File: config.mk
export PLATFORM = sky130hd
export DESIGN_NAME = crc_par_engine
export DESIGN_NICKNAME = d
export VERILOG_FILES = /design/src/rtl/crc_mat_pkg.sv /design/src/rtl/crc_data_align.sv /design/src/rtl/crc_xor_net.sv /design/src/rtl/crc_state_reg.sv /design/src/rtl/crc_par_engine.sv
export SDC_FILE = /design/constraint.sdc
export NUM_CORES = 1
export LEC_CHECK = 0
export BUFFER_PORTS_ARGS = -buffer_cell sky130_fd_sc_hd__buf_2
export CORE_ASPECT_RATIO = 0.8
export CORE_MARGIN = 10
export CORE_UTILIZATION = 55
export CTS_CLUSTER_SIZE = 20
export DETAILED_ROUTE_END_ITERATION = 6
export PLACE_DENSITY = 0.78
export SLEW_MARGIN = 10
export SYNTH_ARGS = -nofsm -noshare
export SYNTH_HDL_FRONTEND = slang
export SYNTH_HIERARCHICAL = 1
export SYNTH_SLANG_ARGS = --single-unit
File: constraint.sdc
create_clock -name clk -period 2.4 [get_ports clk]
set_input_delay 0.12 -clock clk [delete_from_list [all_inputs] [get_ports clk]]
set_output_delay 0.12 -clock clk [all_outputs]
set_load 0.05 [all_outputs]
File: src/rtl/crc_mat_pkg.sv
package crc_mat_pkg;

  localparam int MAXW = 64;

  typedef logic [MAXW-1:0] vec_t;
  typedef vec_t [MAXW-1:0] mat_t;

  function automatic vec_t low_mask(input int n);
    vec_t m;
    m = '0;
    for (int i = 0; i < MAXW; i++) begin
      if (i < n) m[i] = 1'b1;
    end
    return m;
  endfunction

  // one MSB-first shift as a matrix: row i lists the inputs feeding bit i
  function automatic mat_t step_matrix(input int n, input vec_t poly);
    mat_t m;
    m = '0;
    for (int i = 0; i < MAXW; i++) begin
      if (i < n) begin
        if (i > 0) m[i][i-1] = 1'b1;
        m[i][n-1] = m[i][n-1] ^ poly[i];
      end
    end
    return m;
  endfunction

  function automatic mat_t identity(input int n);
    mat_t m;
    m = '0;
    for (int i = 0; i < MAXW; i++) begin
      if (i < n) m[i][i] = 1'b1;
    end
    return m;
  endfunction

  // GF(2) product: row i of a*b is the XOR of the rows of b selected by row i of a
  function automatic mat_t mat_mul(input int n, input mat_t a, input mat_t b);
    mat_t c;
    vec_t row;
    c = '0;
    for (int i = 0; i < MAXW; i++) begin
      row = '0;
      for (int l = 0; l < MAXW; l++) begin
        if (i < n && l < n && a[i][l]) row = row ^ b[l];
      end
      c[i] = row;
    end
    return c;
  endfunction

  // step matrix raised to the k-th power by square-and-multiply
  function automatic mat_t mat_pow(input int n, input vec_t poly, input int k);
    mat_t r;
    mat_t p;
    r = identity(n);
    p = step_matrix(n, poly);
    for (int b = 0; b < 8; b++) begin
      if (k[b]) r = mat_mul(n, r, p);
      if ((k >> (b + 1)) != 0) p = mat_mul(n, p, p);
    end
    return r;
  endfunction

  function automatic vec_t mat_apply(input int n, input mat_t m, input vec_t v);
    vec_t o;
    o = '0;
    for (int i = 0; i < MAXW; i++) begin
      if (i < n) o[i] = ^(m[i] & v & low_mask(n));
    end
    return o;
  endfunction

  // bit-serial form of the same update, used by the checker
  function automatic vec_t serial_adv(input int n, input vec_t poly, input vec_t v, input int k);
    vec_t s;
    logic fb;
    s = v & low_mask(n);
    for (int t = 0; t < MAXW; t++) begin
      if (t < k) begin
        fb = s[n-1];
        s  = (s << 1) & low_mask(n);
        if (fb) s = s ^ (poly & low_mask(n));
      end
    end
    return s;
  endfunction

endpackage

File: src/rtl/crc_data_align.sv
module crc_data_align #(
  parameter int N      = 32,
  parameter int BYTE_W = 8
) (
  input  logic [N-1:0] state_i,
  input  logic [N-1:0] data_i,
  output logic [N-1:0] x_byte_o,
  output logic [N-1:0] x_wide_o
);
  localparam int PAD = N - BYTE_W;

  logic [N-1:0] byte_aligned;

  generate
    if (PAD > 0) begin : g_pad
      assign byte_aligned = {data_i[BYTE_W-1:0], {PAD{1'b0}}};
    end else begin : g_nopad
      assign byte_aligned = data_i;
    end
  endgenerate

  assign x_byte_o = state_i ^ byte_aligned;
  assign x_wide_o = state_i ^ data_i;
endmodule

File: src/rtl/crc_xor_net.sv
module crc_xor_net
  import crc_mat_pkg::*;
#(
  parameter int          N    = 32,
  parameter logic [N-1:0] POLY = 32'h04C1_1DB7,
  parameter int          K    = 8
) (
  input  logic [N-1:0] x_i,
  output logic [N-1:0] y_o
);
  localparam mat_t MK = mat_pow(N, vec_t'(POLY), K);

  // one reduction-XOR tree per output bit, masked by its matrix row
  generate
    for (genvar i = 0; i < N; i++) begin : g_row
      localparam logic [N-1:0] ROW = MK[i][N-1:0];
      assign y_o[i] = ^(x_i & ROW);
    end
  endgenerate
endmodule

File: src/rtl/crc_state_reg.sv
module crc_state_reg #(
  parameter int           N    = 32,
  parameter logic [N-1:0] INIT = '1
) (
  input  logic         clk,
  input  logic         rst_n,
  input  logic         ev_init,
  input  logic         ev_byte,
  input  logic         ev_wide,
  input  logic [N-1:0] nxt_byte_i,
  input  logic [N-1:0] nxt_wide_i,
  output logic [N-1:0] state_o
);
  always_ff @(posedge clk or negedge rst_n) begin
    if (!rst_n) begin
      state_o <= INIT;
    end else if (ev_init) begin
      state_o <= INIT;
    end else if (ev_wide) begin
      state_o <= nxt_wide_i;
    end else if (ev_byte) begin
      state_o <= nxt_byte_i;
    end
  end
endmodule

File: src/rtl/crc_par_engine.sv
module crc_par_engine #(
  parameter int           N    = 32,
  parameter logic [N-1:0] POLY = 32'h04C1_1DB7,
  parameter logic [N-1:0] INIT = '1
) (
  input  logic         clk,
  input  logic         rst_n,
  input  logic         init_i,
  input  logic         valid_i,
  input  logic         wide_i,
  input  logic [N-1:0] data_i,
  output logic [N-1:0] crc_o
);
  localparam int BYTE_W = 8;

  logic [N-1:0] state;
  logic [N-1:0] x_byte;
  logic [N-1:0] x_wide;
  logic [N-1:0] nxt_byte;
  logic [N-1:0] nxt_wide;

  // named update events, visible to the checker
  logic ev_init;
  logic ev_byte;
  logic ev_wide;

  assign ev_init = init_i;
  assign ev_byte = valid_i & ~wide_i & ~init_i;
  assign ev_wide = valid_i &  wide_i & ~init_i;

  crc_data_align #(.N(N), .BYTE_W(BYTE_W)) u_align (
    .state_i (state),
    .data_i  (data_i),
    .x_byte_o(x_byte),
    .x_wide_o(x_wide)
  );

  crc_xor_net #(.N(N), .POLY(POLY), .K(BYTE_W)) u_net_byte (
    .x_i(x_byte),
    .y_o(nxt_byte)
  );

  crc_xor_net #(.N(N), .POLY(POLY), .K(N)) u_net_wide (
    .x_i(x_wide),
    .y_o(nxt_wide)
  );

  crc_state_reg #(.N(N), .INIT(INIT)) u_state (
    .clk       (clk),
    .rst_n     (rst_n),
    .ev_init   (ev_init),
    .ev_byte   (ev_byte),
    .ev_wide   (ev_wide),
    .nxt_byte_i(nxt_byte),
    .nxt_wide_i(nxt_wide),
    .state_o   (state)
  );

  assign crc_o = state;
endmodule

==> report_table.html, run 1 <==
<table>
<tr><th>Metric</th><th>Value</th></tr>
<tr><th colspan="2">Clock network</th></tr>
<tr><td>Clk_lat worst skew</td><td>0.28 ns</td></tr>
<tr><td>Number of buffers inserted during clock tree synthesis</td><td>5</td></tr>
<tr><td>Root Buffer</td><td>sky130_fd_sc_hd__clkbuf_16</td></tr>
<tr><td>Register clock-pin slew on the reported worst setup and hold paths</td><td>roughly 0.060 ns</td></tr>
<tr><td>Clk buf depth</td><td>2</td></tr>
<tr><td>TritonCTS clock tree</td><td>done</td></tr>
<tr><td>Total number of clock tree sinks</td><td>32</td></tr>
<tr><td>H-tree level count</td><td>2</td></tr>
<tr><th colspan="2">Worst setup path</th></tr>
<tr><td>Ordered list of cells on the worst path</td><td>xor2_1 -&gt; buf_4 -&gt; xnor2_1 -&gt; xnor2_1 -&gt; xnor3_1 -&gt; xor2_1 -&gt; a2bb2oi_2</td></tr>
<tr><td>Crit path launch type</td><td>flop</td></tr>
<tr><td>Setup CP Type</td><td>flop to flop</td></tr>
<tr><td>Req. time, crit path</td><td>2.59 ns</td></tr>
<tr><td>Total buffers and inverters traversed by the critical path</td><td>1</td></tr>
<tr><td>Cell family contributing the most delay on the critical path</td><td>XOR/XNOR gates</td></tr>
<tr><td>Capturing element type of the critical path</td><td>flop</td></tr>
<tr><td>Worst path slowest cell</td><td>sky130_fd_sc_hd__dfstp_2</td></tr>
<tr><td>Delay of the slowest critical-path stage</td><td>0.57 ns</td></tr>
<tr><td>CP arrival</td><td>2.58 ns</td></tr>
<tr><td>CP Max Fanout</td><td>4</td></tr>
<tr><th colspan="2">Yosys</th></tr>
<tr><td>Number of warnings reported in the yosys synthesis log</td><td>6</td></tr>
<tr><td>Post-synthesis cell type count</td><td>22</td></tr>
<tr><td>Register area share after synthesis</td><td>0.1530</td></tr>
<tr><td>Synth Register Bits</td><td>32</td></tr>
<tr><td>Synthesized Nets</td><td>between 500 and 600</td></tr>
<tr><td>Most area-hungry cell type in the Yosys netlist</td><td>sky130_fd_sc_hd__xnor2_1</td></tr>
<tr><td>Area fraction of the dominant cell type after synthesis</td><td>0.2836</td></tr>
<tr><td>Mean area per synthesized cell</td><td>11.31 µm²</td></tr>
<tr><td>Number of cells produced by synthesis</td><td>486</td></tr>
<tr><td>Cell area after technology mapping</td><td>0.005497 mm²</td></tr>
<tr><td>Cell types occupying the most area after synthesis</td><td>sky130_fd_sc_hd__xnor2_1 28%, sky130_fd_sc_hd__dfstp_2 15%, sky130_fd_sc_hd__xor2_1 15%</td></tr>
<tr><th colspan="2">Place</th></tr>
<tr><td>Cell count after placement</td><td>703</td></tr>
<tr><td>Total cell area at the placement stage</td><td>0.006171 mm²</td></tr>
<tr><td>Last weighted congestion value of the routability-driven placer</td><td>1.032</td></tr>
<tr><td>Worst setup slack before clock tree synthesis</td><td>-0.05576 ns</td></tr>
<tr><td>Port-buffer cells</td><td>between 60 and 70</td></tr>
<tr><td>Detail Placement HPWL</td><td>about 13000 µm</td></tr>
<tr><th colspan="2">STA</th></tr>
<tr><td>Max-slew violation total from the final report</td><td>0</td></tr>
<tr><td>Part of the cycle the worst path needs</td><td>0.9925</td></tr>
<tr><td>Max transition margin</td><td>0.4711</td></tr>
<tr><td>Final Skew</td><td>0.007904 ns</td></tr>
<tr><td>Maximum clock frequency</td><td>419.8 MHz</td></tr>
<tr><td>Post-route minimum period</td><td>approximately 2.4 ns</td></tr>
<tr><td>Worst setup slack after layout</td><td>0.01803 ns</td></tr>
<tr><td>Transition at the pin with the smallest max-transition slack</td><td>0.7933 ns</td></tr>
<tr><td>RSZ-0062 raised after global routing</td><td>true</td></tr>
<tr><td>Final number of hold-violating endpoints</td><td>0</td></tr>
<tr><td>Worst hold-check slack</td><td>0.2656 ns</td></tr>
<tr><td>Total of endpoints with negative setup slack in the final report</td><td>0</td></tr>
<tr><th colspan="2">Cells and area</th></tr>
<tr><td>Register with the most flip-flops</td><td>u_state/state_o</td></tr>
<tr><td>Number of flip-flops in the largest register</td><td>32</td></tr>
<tr><td>Final Net Count</td><td>613</td></tr>
<tr><td>Layout cells sized above 1</td><td>0.4419</td></tr>
<tr><td>Final design instance area without fill</td><td>about 0.0065 mm²</td></tr>
<tr><td>Largest registers</td><td>u_state/state_o x32</td></tr>
<tr><td>Diode insertion count for antenna repair</td><td>0</td></tr>
<tr><td>Count of non-filler cells in the finished layout</td><td>around 700</td></tr>
<tr><td>Area growth syn-to-layout</td><td>18.89%</td></tr>
<tr><th colspan="2">Floorplan</th></tr>
<tr><td>Core Rows</td><td>32</td></tr>
<tr><td>Width of the die</td><td>131.8 µm</td></tr>
<tr><td>I/O pin count</td><td>69</td></tr>
<tr><td>Die footprint</td><td>roughly 0.014 mm²</td></tr>
<tr><td>Core footprint</td><td>0.009689 mm²</td></tr>
<tr><td>Effective utilization at floorplan</td><td>0.5673</td></tr>
<tr><td>Die extent in y</td><td>around 110 µm</td></tr>
<tr><th colspan="2">Detailed routing</th></tr>
<tr><td>Initial DRC count</td><td>around 300</td></tr>
<tr><td>M1 WL</td><td>7091 µm</td></tr>
<tr><td>Detailed Routing Iterations Pass 1</td><td>5</td></tr>
<tr><td>Detail Route met3 WL</td><td>about 1400 µm</td></tr>
<tr><td>Residual antenna-violating net count after detailed routing</td><td>0</td></tr>
<tr><td>Drt via density</td><td>5.283</td></tr>
<tr><td>Highest metal layer with signal wires</td><td>met4</td></tr>
<tr><td>Wire per inst</td><td>roughly 23 µm</td></tr>
<tr><td>Routed wire length</td><td>16120 µm</td></tr>
<tr><td>DRC violations left</td><td>0</td></tr>
<tr><td>Via count</td><td>3767</td></tr>
<tr><td>Sum of met2 wire segment lengths after detailed routing</td><td>approximately 7400 µm</td></tr>
<tr><th colspan="2">Global route</th></tr>
<tr><td>GRT Residual Overflow</td><td>0</td></tr>
<tr><td>Initial antenna violation count</td><td>0</td></tr>
<tr><td>Global-route wire length before repair</td><td>24290 µm</td></tr>
<tr><td>Gr usage total</td><td>0.2210</td></tr>
<tr><td>Via count of the first global-routing pass</td><td>roughly 4000</td></tr>
<tr><td>Largest net degree at the start of global routing</td><td>33</td></tr>
<tr><th colspan="2">Job</th></tr>
<tr><td>Max cap viols</td><td>0</td></tr>
<tr><th colspan="2">Min path</th></tr>
<tr><td>Min-delay worst type</td><td>input port to flop</td></tr>
<tr><th colspan="2">Status</th></tr>
<tr><td>Status</td><td>complete, no violations</td></tr>
</table>
cells by family (layout without fill, tap and decap cells):
logic type / Yosys count / after routing / share of synthesized area
flops: 32 / 32 / 0.1530
xor+xnor: 316 / 316 / 0.6051
simple gates: 6 / 6 / 0.01115
buf+inv: 68 / 159 / 0.08878
compound gates: 32 / 32 / 0.08377
mux: 32 / 32 / 0.05828
cells in the final DEF, fill, tap and decap left out, types with 6 or more instances in the layout:
cell / instances
sky130_fd_sc_hd__buf_2: 68
sky130_fd_sc_hd__xnor3_1: 25
sky130_fd_sc_hd__xnor2_2: 16
sky130_fd_sc_hd__xor3_1: 6
sky130_fd_sc_hd__mux2i_1: 32
sky130_fd_sc_hd__xor2_2: 9
sky130_fd_sc_hd__a2bb2oi_2: 30
sky130_fd_sc_hd__xor2_1: 85
sky130_fd_sc_hd__xnor2_1: 169
sky130_fd_sc_hd__buf_4: 80
sky130_fd_sc_hd__dfstp_2: 32
worst paths after layout:
path / cells after the start / slack, ns / endpoint / start
max: 7 / 0.02 / u_state/state_o[12]$_DFFE_PN1P_ / u_state/state_o[18]$_DFFE_PN1P_
min: 3 / 0.27 / u_state/state_o[30]$_DFFE_PN1P_ / init_i
max reg2reg: 7 / 0.02 / u_state/state_o[12]$_DFFE_PN1P_ / u_state/state_o[18]$_DFFE_PN1P_
min reg2reg: 2 / 0.59 / u_state/state_o[30]$_DFFE_PN1P_ / u_state/state_o[30]$_DFFE_PN1P_
max in group asynchronous: 1 / 2.04 / u_state/state_o[25]$_DFFE_PN1P_ / rst_n
min in group asynchronous: 1 / 0.32 / u_state/state_o[28]$_DFFE_PN1P_ / rst_n
tightest hold or removal path: stages:
cell and delay, ns:
sky130_fd_sc_hd__buf_2 0.16, sky130_fd_sc_hd__nor3b_1 0.19, sky130_fd_sc_hd__a21oi_1 0.07
synth_stat cells:
cell / count
sky130_fd_sc_hd__nor2_4: 1
sky130_fd_sc_hd__xnor3_2: 2
sky130_fd_sc_hd__clkbuf_1: 4
sky130_fd_sc_hd__xor3_1: 7
sky130_fd_sc_hd__a2bb2oi_2: 30
sky130_fd_sc_hd__and3b_1: 1
sky130_fd_sc_hd__buf_8: 1
sky130_fd_sc_hd__buf_2: 27
sky130_fd_sc_hd__dfstp_2: 32
sky130_fd_sc_hd__xor2_4: 1
sky130_fd_sc_hd__xnor2_2: 8
sky130_fd_sc_hd__buf_6: 4
sky130_fd_sc_hd__nand2b_4: 1
sky130_fd_sc_hd__xnor2_1: 178
sky130_fd_sc_hd__xor2_1: 95
sky130_fd_sc_hd__xnor3_1: 25
sky130_fd_sc_hd__buf_4: 29
sky130_fd_sc_hd__buf_12: 3
sky130_fd_sc_hd__nor3b_1: 2
sky130_fd_sc_hd__a21oi_1: 2
sky130_fd_sc_hd__mux2i_1: 32
sky130_fd_sc_hd__nor3b_2: 1
metal layers:
layer / vias up / track usage
met1: 1872 / 0.2971
met5: - / 0
met4: 0 / 0.05388
met3: 19 / 0.04740
met2: 163 / 0.3584
li1: 1713 / -
layout make-up:
class                   instances  area [µm²]
multi-input cells             386        4340
fillers                       759        3154
repair buffers                151        1001
flip-flops and latches         32       840.8
well taps                     136       170.2
clock buffers                   7       152.6
clock inverters                 1       30.03
through the flow:
step | utilization | TNS (ns)
3_5_place_dp | 0.6369 | -0.06235
5_1_grt | 0.6745 | -0.1377
6_report | 0.6745 | 0
3_3_place_gp | 0.6369 | -0.06181
2_1_floorplan | - | -0.08212
4_1_cts | 0.6588 | 0
timing repair:
action | CTS | global route
resized for setup | 4 | 18
gates cloned | 0 | 0
setup buffers | 0 | 2
pin swaps | 1 | 3
endpoints found under the setup margin | 3 | 14
hold buffers | 0 | 0
Power of run 1 is not shown: default switching activity piles up to over one toggle a cycle in this logic, so the estimate is an artifact.
==> inputs of run 2 (changes only) <==
--- a/config.mk
+++ b/config.mk
@@ -5,13 +5,14 @@
 export SDC_FILE = /design/constraint.sdc
 export NUM_CORES = 1
 export LEC_CHECK = 0
-export BUFFER_PORTS_ARGS = -buffer_cell sky130_fd_sc_hd__buf_2
 export CORE_ASPECT_RATIO = 0.8
 export CORE_MARGIN = 10
 export CORE_UTILIZATION = 55
 export CTS_CLUSTER_SIZE = 20
 export DETAILED_ROUTE_END_ITERATION = 6
-export PLACE_DENSITY = 0.78
+export DONT_BUFFER_PORTS = 1
+export PLACE_DENSITY = 0.72
+export REMOVE_ABC_BUFFERS = 1
 export SLEW_MARGIN = 10
 export SYNTH_ARGS = -nofsm -noshare
 export SYNTH_HDL_FRONTEND = slang
==> run 2 against run 1 <==
Net effect:
- non-clock buffer count down 36
- maximum frequency rose by 0.33%
- worst hold slack lost 0.22 ns
- routed wire length is 1.3% higher
- largest cell class unchanged
==> report_table.html, run 2 (synthesis results as in run 1) <==
<table>
<tr><th>Metric</th><th>Value</th></tr>
<tr><th colspan="2">Floorplan</th></tr>
<tr><td>Effective utilization at floorplan</td><td>0.5673 (unchanged)</td></tr>
<tr><td>Core footprint</td><td>0.009689 mm² (unchanged)</td></tr>
<tr><td>Width of the die</td><td>131.8 µm (unchanged)</td></tr>
<tr><td>Die extent in y</td><td>109.4 µm (unchanged)</td></tr>
<tr><td>Die footprint</td><td>0.01442 mm² (unchanged)</td></tr>
<tr><td>I/O pin count</td><td>69 (unchanged)</td></tr>
<tr><td>Core Rows</td><td>32 (unchanged)</td></tr>
<tr><th colspan="2">Cells and area</th></tr>
<tr><td>Footprint of the multi-input gates</td><td>0.004337 mm² (was 0.004340 mm²)</td></tr>
<tr><td>Leading cell type in the layout, fill and taps excluded</td><td>sky130_fd_sc_hd__xnor2_1 (unchanged)</td></tr>
<tr><td>Number of flip-flops in the largest register</td><td>32 (unchanged)</td></tr>
<tr><td>Area occupied by registers</td><td>840.8 µm² (unchanged)</td></tr>
<tr><td>Count of non-filler cells in the finished layout</td><td>676 (was 713)</td></tr>
<tr><td>Layout filler cell count</td><td>793 (was 759)</td></tr>
<tr><td>Layout cells sized above 1</td><td>0.3981 (was 0.4419)</td></tr>
<tr><td>Share of the core filled with cells</td><td>0.6603 (was 0.6745)</td></tr>
<tr><td>Leading cell types in the layout, fill and taps excluded</td><td>170 x sky130_fd_sc_hd__xnor2_1, 110 x sky130_fd_sc_hd__buf_4, 85 x sky130_fd_sc_hd__xor2_1 (was 169 x sky130_fd_sc_hd__xnor2_1, 85 x sky130_fd_sc_hd__xor2_1, 80 x sky130_fd_sc_hd__buf_4)</td></tr>
<tr><td>Largest registers</td><td>u_state/state_o x32 (unchanged)</td></tr>
<tr><td>Final Net Count</td><td>577 (was 613)</td></tr>
<tr><td>Register with the most flip-flops</td><td>u_state/state_o (unchanged)</td></tr>
<tr><td>Area growth syn-to-layout</td><td>16.39% (was 18.89%)</td></tr>
<tr><td>Diode insertion count for antenna repair</td><td>0 (unchanged)</td></tr>
<tr><td>Final design instance area without fill</td><td>0.006397 mm² (was 0.006535 mm²)</td></tr>
<tr><th colspan="2">Job</th></tr>
<tr><td>Max cap viols</td><td>0 (unchanged)</td></tr>
<tr><th colspan="2">Detailed routing</th></tr>
<tr><td>Detailed Routing Iterations Pass 1</td><td>4 (was 5)</td></tr>
<tr><td>DRC violations left</td><td>0 (unchanged)</td></tr>
<tr><td>Routed wire length</td><td>16340 µm (was 16120 µm)</td></tr>
<tr><td>Residual antenna-violating net count after detailed routing</td><td>0 (unchanged)</td></tr>
<tr><td>Drt via density</td><td>5.297 (was 5.283)</td></tr>
<tr><td>Via count</td><td>3581 (was 3767)</td></tr>
<tr><td>Wire per inst</td><td>24.17 µm (was 22.61 µm)</td></tr>
<tr><td>Initial DRC count</td><td>247 (was 301)</td></tr>
<tr><th colspan="2">Min path</th></tr>
<tr><td>Min-delay worst type</td><td>input port to flop (unchanged)</td></tr>
<tr><td>Worst hold endpoint</td><td>u_state/state_o[30]$_DFFE_PN1P_ (unchanged)</td></tr>
<tr><td>Hold path depth</td><td>2 (was 3)</td></tr>
<tr><td>Startpoint of the most critical hold path</td><td>init_i (unchanged)</td></tr>
<tr><th colspan="2">Worst setup path</th></tr>
<tr><td>Cell type with the highest occurrence count on the critical path</td><td>sky130_fd_sc_hd__xor2_2</td></tr>
<tr><td>Register-to-register setup slack</td><td>0.03 ns (was 0.02 ns)</td></tr>
<tr><td>Total buffers and inverters traversed by the critical path</td><td>2 (was 1)</td></tr>
<tr><td>Req. time, crit path</td><td>2.61 ns (was 2.59 ns)</td></tr>
<tr><td>Setup CP Type</td><td>flop to flop (unchanged)</td></tr>
<tr><td>Delay of the slowest critical-path stage</td><td>0.56 ns (was 0.57 ns)</td></tr>
<tr><td>Ordered list of cells on the worst path</td><td>xor2_2 -&gt; buf_12 -&gt; xnor3_1 -&gt; xor2_2 -&gt; buf_4 -&gt; xor2_1 -&gt; xnor2_2 -&gt; a2bb2oi_2 (was xor2_1 -&gt; buf_4 -&gt; xnor2_1 -&gt; xnor2_1 -&gt; xnor3_1 -&gt; xor2_1 -&gt; a2bb2oi_2)</td></tr>
<tr><td>Cell family contributing the most delay on the critical path</td><td>XOR/XNOR gates (unchanged)</td></tr>
<tr><td>CP arrival</td><td>2.58 ns (about the same)</td></tr>
<tr><td>CP Max Fanout</td><td>6 (was 4)</td></tr>
<tr><td>Capture point of the worst reg-to-reg path</td><td>u_state/state_o[28]$_DFFE_PN1P_ (was u_state/state_o[12]$_DFFE_PN1P_)</td></tr>
<tr><td>Capturing element type of the critical path</td><td>flop (unchanged)</td></tr>
<tr><td>Crit path launch type</td><td>flop (unchanged)</td></tr>
<tr><td>Number of cells on the critical path</td><td>8 (was 7)</td></tr>
<tr><td>Worst path slowest cell</td><td>sky130_fd_sc_hd__dfstp_2 (unchanged)</td></tr>
<tr><td>FF-to-FF Start</td><td>u_state/state_o[28]$_DFFE_PN1P_ (was u_state/state_o[18]$_DFFE_PN1P_)</td></tr>
<tr><td>Reg2Reg Depth</td><td>8 (was 7)</td></tr>
<tr><th colspan="2">Place</th></tr>
<tr><td>Last weighted congestion value of the routability-driven placer</td><td>1.028 (was 1.032)</td></tr>
<tr><td>Port-buffer cells</td><td>0 (was 68)</td></tr>
<tr><td>Total cell area at the placement stage</td><td>0.006071 mm² (was 0.006171 mm²)</td></tr>
<tr><td>Detail Placement HPWL</td><td>13460 µm (was 12880 µm)</td></tr>
<tr><td>Cell count after placement</td><td>667 (was 703)</td></tr>
<tr><th colspan="2">STA</th></tr>
<tr><td>Part of the cycle the worst path needs</td><td>0.9892 (was 0.9925)</td></tr>
<tr><td>Transition at the pin with the smallest max-transition slack</td><td>0.7065 ns (was 0.7933 ns)</td></tr>
<tr><td>Final Skew</td><td>0.005714 ns (was 0.007904 ns)</td></tr>
<tr><td>Maximum clock frequency</td><td>421.2 MHz (was 419.8 MHz)</td></tr>
<tr><td>RSZ-0062 raised after global routing</td><td>true (unchanged)</td></tr>
<tr><td>Max transition margin</td><td>0.5256 (was 0.4711)</td></tr>
<tr><td>Max-slew violation total from the final report</td><td>0 (unchanged)</td></tr>
<tr><td>Total of endpoints with negative setup slack in the final report</td><td>0 (unchanged)</td></tr>
<tr><td>Post-route minimum period</td><td>2.374 ns (was 2.382 ns)</td></tr>
<tr><td>Final number of hold-violating endpoints</td><td>0 (unchanged)</td></tr>
<tr><td>Total Negative Setup Slacks</td><td>0 ns (unchanged)</td></tr>
<tr><th colspan="2">Global route</th></tr>
<tr><td>Gr usage total</td><td>0.2252 (was 0.2210)</td></tr>
<tr><td>Global-route wire length before repair</td><td>24350 µm (was 24290 µm)</td></tr>
<tr><td>Largest net degree at the start of global routing</td><td>33 (unchanged)</td></tr>
<tr><td>GRT Residual Overflow</td><td>0 (unchanged)</td></tr>
<tr><td>Via count of the first global-routing pass</td><td>3764 (was 3998)</td></tr>
<tr><td>Initial antenna violation count</td><td>0 (unchanged)</td></tr>
<tr><th colspan="2">Clock network</th></tr>
<tr><td>Number of buffers inserted during clock tree synthesis</td><td>5 (unchanged)</td></tr>
<tr><td>Clk_lat worst skew</td><td>0.28 ns (about the same)</td></tr>
<tr><td>Root Buffer</td><td>sky130_fd_sc_hd__clkbuf_16 (unchanged)</td></tr>
<tr><td>H-tree level count</td><td>2 (unchanged)</td></tr>
<tr><td>Register clock-pin slew on the reported worst setup and hold paths</td><td>0.06 ns (about the same)</td></tr>
<tr><td>Total number of clock tree sinks</td><td>32 (unchanged)</td></tr>
<tr><td>Clk buf depth</td><td>2 (unchanged)</td></tr>
<tr><td>TritonCTS clock tree</td><td>done (unchanged)</td></tr>
<tr><td>Post-CTS Setup Bufs</td><td>0 (unchanged)</td></tr>
<tr><th colspan="2">Status</th></tr>
<tr><td>Status</td><td>complete, no violations (unchanged)</td></tr>
</table>
==> run 2: per-stage QoR <==
stage | hold slack (ns) | worst slack (ns)
after floorplan | -0.02784 | -0.5561
after global placement | -0.02294 | -0.2857
after detailed placement | -0.02257 | -0.3148
after CTS | 0.03572 | 0.02800
after global routing | 0.04380 | -0.01882
final | 0.04226 | 0.02581
==> run 2: final cells by class <==
cell class,instances,share of cell area
Timing Repair Buffer,115,0.1432
Clock buffer,6,0.02014
Tap cell,136,0.02660
Clock inverter,1,0.0007823
Sequential cell,32,0.1314
Multi-Input combinational cell,386,0.6779
==> run 2: worst register-to-register path, stage by stage (launching register included) <==
cell and delay [ns]:
sky130_fd_sc_hd__dfstp_2 0.56, sky130_fd_sc_hd__xor2_2 0.18, sky130_fd_sc_hd__buf_12 0.16, sky130_fd_sc_hd__xnor3_1 0.35
sky130_fd_sc_hd__xor2_2 0.30, sky130_fd_sc_hd__buf_4 0.17, sky130_fd_sc_hd__xor2_1 0.22, sky130_fd_sc_hd__xnor2_2 0.17
sky130_fd_sc_hd__a2bb2oi_2 0.20
==> run 2: what timing repair did <==
action | in CTS | in global routing
hold buffers | 2 | 0
hold endpoints to repair | 32 | 0
pin swaps | 0 | 5
resized for setup | 9 | 12
setup endpoints to repair | 8 | 7
==> run 2: worst max-delay path by stage <==
stage                                          from                               to  slack (ns)
global placement     u_state/state_o[6]$_DFFE_PN1P_  u_state/state_o[29]$_DFFE_PN1P_       -0.29
detailed placement   u_state/state_o[6]$_DFFE_PN1P_  u_state/state_o[29]$_DFFE_PN1P_       -0.31
finish              u_state/state_o[28]$_DFFE_PN1P_  u_state/state_o[28]$_DFFE_PN1P_        0.03
CTS                 u_state/state_o[24]$_DFFE_PN1P_  u_state/state_o[22]$_DFFE_PN1P_        0.03
floorplan           u_state/state_o[29]$_DFFE_PN1P_   u_state/state_o[5]$_DFFE_PN1P_       -0.56
global route        u_state/state_o[24]$_DFFE_PN1P_  u_state/state_o[11]$_DFFE_PN1P_       -0.02
==> run 2: per-layer routing <==
metal	routed length (µm)	GRT usage	vias up
li1	-	-	1645
met1	7334	0.3062	1758
met2	7214	0.3534	165
met3	1611	0.06563	13
met4	176	0.04041	0
met5	0	0	-
Power of run 2 is left out for the same reason.
